--- src/rtl/cidle_pkg.sv ---
package cidle_pkg;
   typedef enum logic [2:0] {
      PH_RUN   = 3'd0,
      PH_PREP  = 3'd1,
      PH_ENTRY = 3'd2,
      PH_IDLE  = 3'd3,
      PH_EXIT  = 3'd4
   } phase_e;
endpackage

--- src/rtl/cidle_state_sel.sv ---
module cidle_state_sel #(
   parameter int NSTATE = 4,
   parameter int CW     = 8,
   parameter int SW     = 3
) (
   input  logic [SW-1:0]        idx,
   input  logic [NSTATE*CW-1:0] cfg_entry_cyc,
   input  logic [NSTATE*CW-1:0] cfg_exit_cyc,
   input  logic [NSTATE-1:0]    cfg_collapse,
   input  logic [NSTATE-1:0]    cfg_timer_loss,
   output logic [CW-1:0]        ent_cyc,
   output logic [CW-1:0]        ext_cyc,
   output logic                 collapse,
   output logic                 tmr_loss
);
   localparam logic [SW:0] NS_W = (SW+1)'(NSTATE);

   logic [CW-1:0] ent_arr [NSTATE];
   logic [CW-1:0] ext_arr [NSTATE];
   logic [SW-1:0] sel;

   generate
      if (NSTATE < 1 || NSTATE > (1 << SW)) begin : g_bad_nstate
         $error("cidle_state_sel: NSTATE must be in 1..2**SW");
      end
      if (CW < 1) begin : g_bad_cw
         $error("cidle_state_sel: CW must be at least 1");
      end
      for (genvar i = 0; i < NSTATE; i++) begin : g_unpack
         assign ent_arr[i] = cfg_entry_cyc[i*CW +: CW];
         assign ext_arr[i] = cfg_exit_cyc[i*CW +: CW];
      end
   endgenerate

   // indexes beyond the table fall back to the shallowest state
   assign sel = ({1'b0, idx} < NS_W) ? idx : '0;

   always_comb begin
      ent_cyc  = ent_arr[0];
      ext_cyc  = ext_arr[0];
      collapse = cfg_collapse[0];
      tmr_loss = cfg_timer_loss[0];
      for (int i = 1; i < NSTATE; i++) begin
         if (sel == SW'(i)) begin
            ent_cyc  = ent_arr[i];
            ext_cyc  = ext_arr[i];
            collapse = cfg_collapse[i];
            tmr_loss = cfg_timer_loss[i];
         end
      end
   end
endmodule

--- src/rtl/cidle_dwell.sv ---
module cidle_dwell #(
   parameter int CW = 8
) (
   input  logic          clk,
   input  logic          rst,
   input  logic          load,
   input  logic [CW-1:0] load_val,
   output logic          done
);
   logic [CW-1:0] cnt;

   always_ff @(posedge clk) begin
      if (rst)             cnt <= '0;
      else if (load)       cnt <= load_val;
      else if (cnt != '0)  cnt <= cnt - 1'b1;
   end

   // a phase loaded with N lasts max(N,1) cycles
   assign done = (cnt <= CW'(1));
endmodule

--- src/rtl/cidle_seq.sv ---
module cidle_seq
   import cidle_pkg::*;
#(
   parameter int NSTATE = 4,
   parameter int CW     = 8,
   parameter int SW     = 3
) (
   input  logic                 clk,
   input  logic                 rst,
   input  logic                 idle_req,
   input  logic [SW-1:0]        req_state,
   input  logic                 wake,
   input  logic                 flush_done,
   input  logic                 pwr_ack,
   input  logic                 cache_rdy,
   input  logic [NSTATE*CW-1:0] cfg_entry_cyc,
   input  logic [NSTATE*CW-1:0] cfg_exit_cyc,
   input  logic [NSTATE-1:0]    cfg_collapse,
   input  logic [NSTATE-1:0]    cfg_timer_loss,
   output logic                 clk_gate,
   output logic                 pwr_en,
   output logic                 core_rst,
   output logic                 warm_boot,
   output logic                 timer_lost,
   output logic [2:0]           phase
);
   phase_e        ph, nxt;
   logic [SW-1:0] cur_idx;
   logic [CW-1:0] ent_cyc, ext_cyc;
   logic          st_col, st_tmr;
   logic          dwell_done, load_ent, load_ext;
   logic          wb_q, tmr_q;

   cidle_state_sel #(.NSTATE(NSTATE), .CW(CW), .SW(SW)) u_sel (
      .idx            (cur_idx),
      .cfg_entry_cyc  (cfg_entry_cyc),
      .cfg_exit_cyc   (cfg_exit_cyc),
      .cfg_collapse   (cfg_collapse),
      .cfg_timer_loss (cfg_timer_loss),
      .ent_cyc        (ent_cyc),
      .ext_cyc        (ext_cyc),
      .collapse       (st_col),
      .tmr_loss       (st_tmr)
   );

   cidle_dwell #(.CW(CW)) u_dwell (
      .clk      (clk),
      .rst      (rst),
      .load     (load_ent | load_ext),
      .load_val (load_ent ? ent_cyc : ext_cyc),
      .done     (dwell_done)
   );

   always_comb begin
      nxt = ph;
      unique case (ph)
         PH_RUN:   if (idle_req) nxt = PH_PREP;
         PH_PREP:  if (wake) nxt = PH_RUN;
                   else if (!st_col || flush_done) nxt = PH_ENTRY;
         PH_ENTRY: if (dwell_done && (!st_col || !pwr_ack)) nxt = PH_IDLE;
         PH_IDLE:  if (wake) nxt = PH_EXIT;
         PH_EXIT:  if (dwell_done && (!st_col || (pwr_ack && cache_rdy))) nxt = PH_RUN;
         default:  nxt = PH_RUN;
      endcase
   end

   assign load_ent = (ph == PH_PREP) && (nxt == PH_ENTRY);
   assign load_ext = (ph == PH_IDLE) && (nxt == PH_EXIT);

   always_ff @(posedge clk) begin
      if (rst) begin
         ph      <= PH_RUN;
         cur_idx <= '0;
         wb_q    <= 1'b0;
         tmr_q   <= 1'b0;
      end else begin
         ph   <= nxt;
         wb_q <= (ph == PH_EXIT) && (nxt == PH_RUN) && st_col;
         if ((ph == PH_RUN) && idle_req) cur_idx <= req_state;
         if ((ph == PH_EXIT) && (nxt == PH_RUN)) tmr_q <= 1'b0;
         else if (load_ent && st_tmr)            tmr_q <= 1'b1;
      end
   end

   assign clk_gate   = (ph == PH_ENTRY) || (ph == PH_IDLE) || (ph == PH_EXIT);
   assign pwr_en     = !(st_col && ((ph == PH_ENTRY) || (ph == PH_IDLE)));
   assign core_rst   = st_col && clk_gate;
   assign warm_boot  = wb_q;
   assign timer_lost = tmr_q;
   assign phase      = ph;
endmodule

--- config.mk ---
export PLATFORM = sky130hd
export DESIGN_NAME = cidle_seq
export DESIGN_NICKNAME = d
export VERILOG_FILES = /design/src/rtl/cidle_pkg.sv /design/src/rtl/cidle_state_sel.sv /design/src/rtl/cidle_dwell.sv /design/src/rtl/cidle_seq.sv
export SDC_FILE = /design/constraint.sdc
export NUM_CORES = 1
export LEC_CHECK = 0
export ABC_AREA = 1
export BUFFER_PORTS_ARGS = -buffer_cell sky130_fd_sc_hd__buf_2
export CORE_MARGIN = 4
export CORE_UTILIZATION = 51
export DETAILED_ROUTE_END_ITERATION = 16
export GPL_TIMING_DRIVEN = 0
export HOLD_SLACK_MARGIN = 0.1
export PLACE_DENSITY = 0.95
export SLEW_MARGIN = 5
export SYNTH_ARGS = -nofsm -noshare
export SYNTH_HDL_FRONTEND = slang
export SYNTH_HIERARCHICAL = 1
export SYNTH_SLANG_ARGS = --single-unit
--- constraint.sdc ---
create_clock -name clk -period 3.7 [get_ports clk]
set_clock_uncertainty 0.05 [all_clocks]
set_input_delay 0.185 -clock clk [delete_from_list [all_inputs] [get_ports clk]]
set_output_delay 0.185 -clock clk [all_outputs]
set_load 0.02 [all_outputs]
==> impl_metrics.csv, run 1 <==
group,metric,value,unit
die,initial_core_util,54.5,%
sta,hold_viol,0,
yosys,synth_cell_types,31,
cells_and_area,n_fill_cell,320,
cells_and_area,utilization,70.2,%
routing,drt_pre_antenna_iters,4,
yosys,synth_cells,333,
die,ios,90,
sta,final_max_slew_viol_count,0,
yosys,yosysWarnings,6,
die,core,3470,sq um
sta,setup_tns,0,ns
global_routing,grtUsageTotal,22.7,%
yosys,synth_commonest_cells,"nand2_1, nor2_1, nand3_1",
yosys,ys.flop_type,"dfxtp_1",
clock_network,root_buffer,"clkbuf_8",
placement,hpwlAfterDp,4340,microns
pwr,leakagePower,1.40,nW
clock_network,cts_max_level,1,
yosys,yosysSeqAreaShare,16.9,%
yosys,netlist.area_leader.share,31.4,%
yosys,syn_area,1890,sq um
clock_network,hold_buffers,0,
worst_hold_path,hp-class,"in -> reg",
routing,routed-via-count,2371,
yosys,yosys.area_share.simple,64.4,%
placement,numPortBuffers,89,
clock_network,cts_resized,0,
clock_network,cts.sinks,16,
yosys,synth-seq-cells,16,
die,fp-row-count,21,
setup_path,crit_path_end_kind,"flop",
global_routing,grt_max_degree,11,
yosys,synth_most_common_cell,"nand2_1",
routing,post_drt_wl_per_cell,11.2,microns
clock_network,clock_latency,0.25,ns
yosys,synth_top_family_by_area,"simple AND/OR/NAND/NOR gates",
setup_path,required,3.79,ns
setup_path,start_kind,"flop",
sta,final.min_clock_period,2.55,ns
placement,place_congestion,0.886,
cells_and_area,layout.nets,511,
yosys,muxShareOfSynthArea,0,%
sta,relSlewSlack,75.6,%
sta,timing.final.crit_share,68.8,%
routing,drc,0,
die,fp.dieW,68.9,microns
routing,drt-initial-drc-count,121,
yosys,synth_xor_xnor_area_share,0.463,%
clock_network,clockBufferDepth,2,
yosys,synth_compound_area_share,5.49,%
setup_path,path_max_fanout,10,
global_routing,grt_pass1_vias,2113,
global_routing,antenna_found_initial,0,
pwr,vdd_ir_drop_max,0.000243,V
routing,avgViaCountPerCell,5.03,
cells_and_area,antenna_cells,0,
clock_network,post_cts_buffers,0,
yosys,synth_area_leader_cell,"nand2_1",
cells_and_area,syn2layout_area_growth,28.8,%
routing,routed_wl,5290,microns
global_routing,grt.busiest_layer,"met2",
pwr,powerDensity,410,nW/um^2
yosys,ys_top_cells_by_area,"nand2_1, dfxtp_1, nand3_1",
clock_network,cts_tree,"done",
global_routing,grt_overflow_total,0,
yosys,synth_fa_ha_area_share,1.32,%
global_routing,grt_use_met2,41.7,%
sta,setup-violations-final,0,
yosys,syn_area_per_cell,5.68,sq um
setup_path,arrival,2.63,ns
global_routing,grt_pass1_wl,8430,microns
run,max-cap-violations,0,
yosys,synth-async-reset-ratio,0,%
global_routing,gr-usage-met3,4.05,%
routing,drtAntennaViolNets,0,
die,dieHeight,68.9,microns
yosys,synth_edf_count,0,
clock_network,cts_buffers,3,
clock_network,clkTransAtPathRegs,0.06,ns
global_routing,grt.met1_usage,28.7,%
status,status,"complete, no violations",
sta,rsz0062_at_grt,"no",
setup_path,crit_type,"reg -> reg",
sta,worstMarginPinSlew,0.366,ns
sta,max_freq,393,MHz
die,die-area,4750,sq um
yosys,syn_nets,417,
cells_and_area,layout-drive-gt1-share,32.0,%
==> critical path, stage by stage (launching register included) <==
cell,delay (ns)
dfxtp_1,0.48
inv_2,0.17
nand3_4,0.15
nand2_1,0.07
nand3_1,0.07
nand2_1,0.07
nand2_1,0.18
nand2_1,0.10
nand2_1,0.16
nor2_8,0.08
inv_4,0.11
nand2_1,0.07
buf_6,0.13
inv_4,0.11
nand3_4,0.10
nor2_8,0.16
nor2_1,0.06
nand2_1,0.08
nor2_1,0.04
==> cell families after synthesis <==
logic type               Yosys count
buffers and inverters             35
adder cells (fa/ha/maj)            2
AO/OA/AOI/OAI                     17
XOR/XNOR                           1
flip-flops                        16
AND/OR/NAND/NOR                  262
==> area by class of cell <==
class / instances / area [sq um] / share of cell area [%]
tap: 46 / 57.6 / 2.36
clock buffer: 3 / 41.3 / 1.70
inverter: 23 / 91.3 / 3.75
timing repair buffer: 89 / 445 / 18.3
buffer: 12 / 124 / 5.09
multi-input combinational: 282 / 1360 / 55.7
sequential: 16 / 320 / 13.2
==> final timing paths <==
kind,start,to,slack [ns],cells past startpoint
setup / recovery,cur_idx[2],u_dwell/cnt[6],1.15,18
hold reg to reg,timer_lost,timer_lost,0.46,2
setup reg to reg,cur_idx[2],u_dwell/cnt[6],1.15,18
hold / removal,req_state[1],cur_idx[1],0.14,3
==> per-stage QoR <==
stage	worst slack [ns]	power, mW	area, sq um	std cells	hold slack, ns
after floorplan	1.49	0.726	1890	333	0.197
after global placement	1.20	0.847	2390	468	0.393
after detailed placement	1.17	0.865	2390	468	0.396
after CTS	1.16	1.00	2430	471	0.137
after global routing	0.937	1.10	2430	471	0.174
final	1.15	0.998	2430	471	0.137
==> report_power, final <==
group	internal [mW]	leakage (nW)	switching, mW
clock network	0.0722	0.0216	0.0587
registers	0.212	0.132	0.0426
logic	0.247	1.25	0.366
total	0.531	1.40	0.467
==> per-layer routing <==
layer  part of all wire (%)  vias to the layer above
li1                       -                     1257
met1                     42                     1003
met2                     47                      109
met3                     11                        2
met4                   0.11                        0
met5                      0                        -
==> placed cells by master (no fill, tap or decap), types with 3 or more instances in the layout <==
cell and n:
nand2_1 158, buf_2 92, nor2_1 33, nand3_1 28
nand4_1 20, inv_1 16, dfxtp_1 16, o21ai_0 8
clkbuf_8 6, inv_2 5, nor2_2 5, nand2_2 4
buf_6 4, nand3_4 3, nor2_4 3, or2_2 3
a21oi_1 3
==> state kept, by name, indices dropped and copies added (netlist names) <==
| signal | cells |
|---|---|
| warm_boot | 1 |
| phase | 3 |
| cur_idx | 3 |
| timer_lost | 1 |
| u_dwell/cnt | 8 |
Note: power is estimated with default switching activity, not from simulation.
==> run 2, diff against run 1 <==
--- a/config.mk
+++ b/config.mk
@@ -8,11 +8,11 @@
 export ABC_AREA = 1
 export BUFFER_PORTS_ARGS = -buffer_cell sky130_fd_sc_hd__buf_2
 export CORE_MARGIN = 4
-export CORE_UTILIZATION = 51
+export CORE_UTILIZATION = 43
 export DETAILED_ROUTE_END_ITERATION = 16
 export GPL_TIMING_DRIVEN = 0
 export HOLD_SLACK_MARGIN = 0.1
-export PLACE_DENSITY = 0.95
+export PLACE_DENSITY = 0.86
 export SLEW_MARGIN = 5
 export SYNTH_ARGS = -nofsm -noshare
 export SYNTH_HDL_FRONTEND = slang
==> constraint.sdc (replaced) <==
create_clock -name clk -period 2.1 [get_ports clk]
set_clock_uncertainty 0.05 [all_clocks]
set_input_delay 0.105 -clock clk [delete_from_list [all_inputs] [get_ports clk]]
set_output_delay 0.105 -clock clk [all_outputs]
set_load 0.02 [all_outputs]
==> impl_metrics.csv, run 2 (synthesis gave the netlist of run 1 again) <==
group,metric,value,unit
pwr,powerDensity,707,nW/um^2
die,ios,90,
cells_and_area,top_register,"u_dwell/cnt",
sta,relSlewSlack,81.1,%
routing,routedLengthMet1,2620,microns
clock_network,cts_tree,"done",
setup_path,rrSetupSlack,0.04,ns
placement,place_congestion,0.871,
die,dieHeight,74.3,microns
sta,hold_viol,0,
global_routing,antenna_found_initial,0,
setup_path,start_kind,"flop",
routing,avgViaCountPerCell,5.12,
routing,drtAntennaViolNets,0,
cells_and_area,n_fill_cell,359,
routing,wl_met3,502,microns
cells_and_area,layout.nets,537,
setup_path,crit_type,"reg -> reg",
sta,worstMarginPinSlew,0.283,ns
die,core,4120,sq um
setup_path,crit_path_end_kind,"flop",
setup_path,endpoint,"u_dwell/cnt[7]",
sta,max_freq,486,MHz
clock_network,cts.sinks,16,
routing,post_drt_wl_per_cell,12.4,microns
cells_and_area,antenna_cells,0,
setup_path,path_max_fanout,7,
worst_hold_path,hp-class,"in -> reg",
placement,numPortBuffers,89,
setup_path,arrival,2.15,ns
setup_path,rr_endpoint,"u_dwell/cnt[7]",
global_routing,grt_pass1_vias,2225,
cells_and_area,syn2layout_area_growth,45.3,%
clock_network,root_buffer,"clkbuf_8",
die,initial_core_util,45.9,%
cells_and_area,layout-drive-gt1-share,38.5,%
die,fp.dieW,74.3,microns
sta,setup-violations-final,0,
routing,drc,0,
die,fp-row-count,23,
clock_network,cts_buffers,3,
routing,wl_met2,3000,microns
placement,hpwlAfterDp,4400,microns
clock_network,clockBufferDepth,2,
cells_and_area,final_cell_mix,"nand2_1, buf_2, nor2_1",
status,status,"complete, no violations",
setup_path,required,2.20,ns
clock_network,clock_latency,0.25,ns
routing,drt-initial-drc-count,131,
routing,routed_wl,6220,microns
cells_and_area,fin_cells,502,
global_routing,grt_overflow_total,0,
global_routing,grtUsageTotal,20.9,%
setup_path,r2r_start,"cur_idx[1]",
cells_and_area,finish.instance_area,2750,sq um
cells_and_area,layout_commonest_cell,"nand2_1",
clock_network,cts_max_level,1,
sta,rsz0062_at_grt,"yes",
cells_and_area,largest_reg_flops,8,
run,max-cap-violations,0,
pwr,leakagePower,1.54,nW
clock_network,clkTransAtPathRegs,0.07,ns
routing,routed-via-count,2571,
routing,dr.max_layer_used,"met4",
sta,final_max_slew_viol_count,0,
placement,dpl-instance-area,2420,sq um
placement,placed_cells,472,
global_routing,grt_pass1_wl,9330,microns
setup_path,r2r_cells,16,
sta,final.min_clock_period,2.06,ns
global_routing,grt_max_degree,11,
die,die-area,5520,sq um
routing,drt_pre_antenna_iters,4,
setup_path,startpoint,"cur_idx[1]",
sta,setup_tns,0,ns
sta,timing.final.crit_share,97.9,%
pwr,vdd_ir_drop_max,0.000377,V
==> run 2: cell type report <==
class	instances	area, sq um	share of cell area [%]
sequential	16	329	12.0
inverter	23	111	4.05
clock buffer	4	55.1	2.00
tap	50	62.6	2.28
buffer	12	133	4.83
timing repair buffer	115	654	23.8
multi-input combinational	282	1400	51.0
==> run 2: worst max-delay path, stage by stage, from the launching register on <==
cell	delay [ns]
dfxtp_2	0.35
inv_4	0.06
nor2_4	0.16
buf_6	0.13
nand2_2	0.04
nand2_2	0.06
nand2_2	0.06
nand2_2	0.09
nand2_4	0.07
nor2_8	0.10
clkinv_4	0.09
buf_4	0.15
nand2_1	0.07
nand2_1	0.06
or2_2	0.30
nand2_2	0.07
nor2_2	0.03
==> run 2: power by group <==
part / switching, mW / internal [mW]
sequential: 0.0817 / 0.375
combinational: 0.696 / 0.508
clock: 0.115 / 0.166
==> run 2: per-stage QoR <==
stage | utilization [%] | hold slack [ns] | setup WS, ns | total power [mW]
3_3_place_gp | 58.9 | 0.319 | -0.256 | 1.51
5_1_grt | 66.7 | 0.221 | -0.0764 | 2.13
4_1_cts | 62.5 | 0.162 | 0.00188 | 1.87
6_report | 66.7 | 0.167 | 0.0439 | 1.94
3_5_place_dp | 58.9 | 0.328 | -0.306 | 1.54
2_1_floorplan | - | 0.117 | -0.0440 | 1.29
==> run 2: worst min path at each step <==
stage	from	end	slack, ns	cells after the start
6_report	cfg_timer_loss[3]	timer_lost	0.17	5
4_1_cts	cfg_timer_loss[3]	timer_lost	0.16	5
3_3_place_gp	req_state[1]	cur_idx[1]	0.32	3
2_1_floorplan	rst	phase[1]	0.12	1
5_1_grt	cfg_timer_loss[3]	timer_lost	0.22	5
3_5_place_dp	req_state[1]	cur_idx[1]	0.33	3
==> run 2: repair_timing <==
| item | in CTS | in global routing |
|---|---|---|
| setup buffers | 6 | 16 |
| setup endpoints to repair | 8 | 8 |
| gates cloned | 0 | 0 |
| hold buffers | 4 | 0 |
| pin swaps | 6 | 14 |
| resized for setup | 5 | 17 |
| endpoints found under the hold margin | 4 | 0 |
==> run 2: routing by layer <==
layer | track usage, % | vias to the layer above
li1 | - | 1304
met1 | 28.1 | 1147
met2 | 35.4 | 105
met3 | 3.11 | 15
met4 | 4.94 | 0
met5 | 0 | -
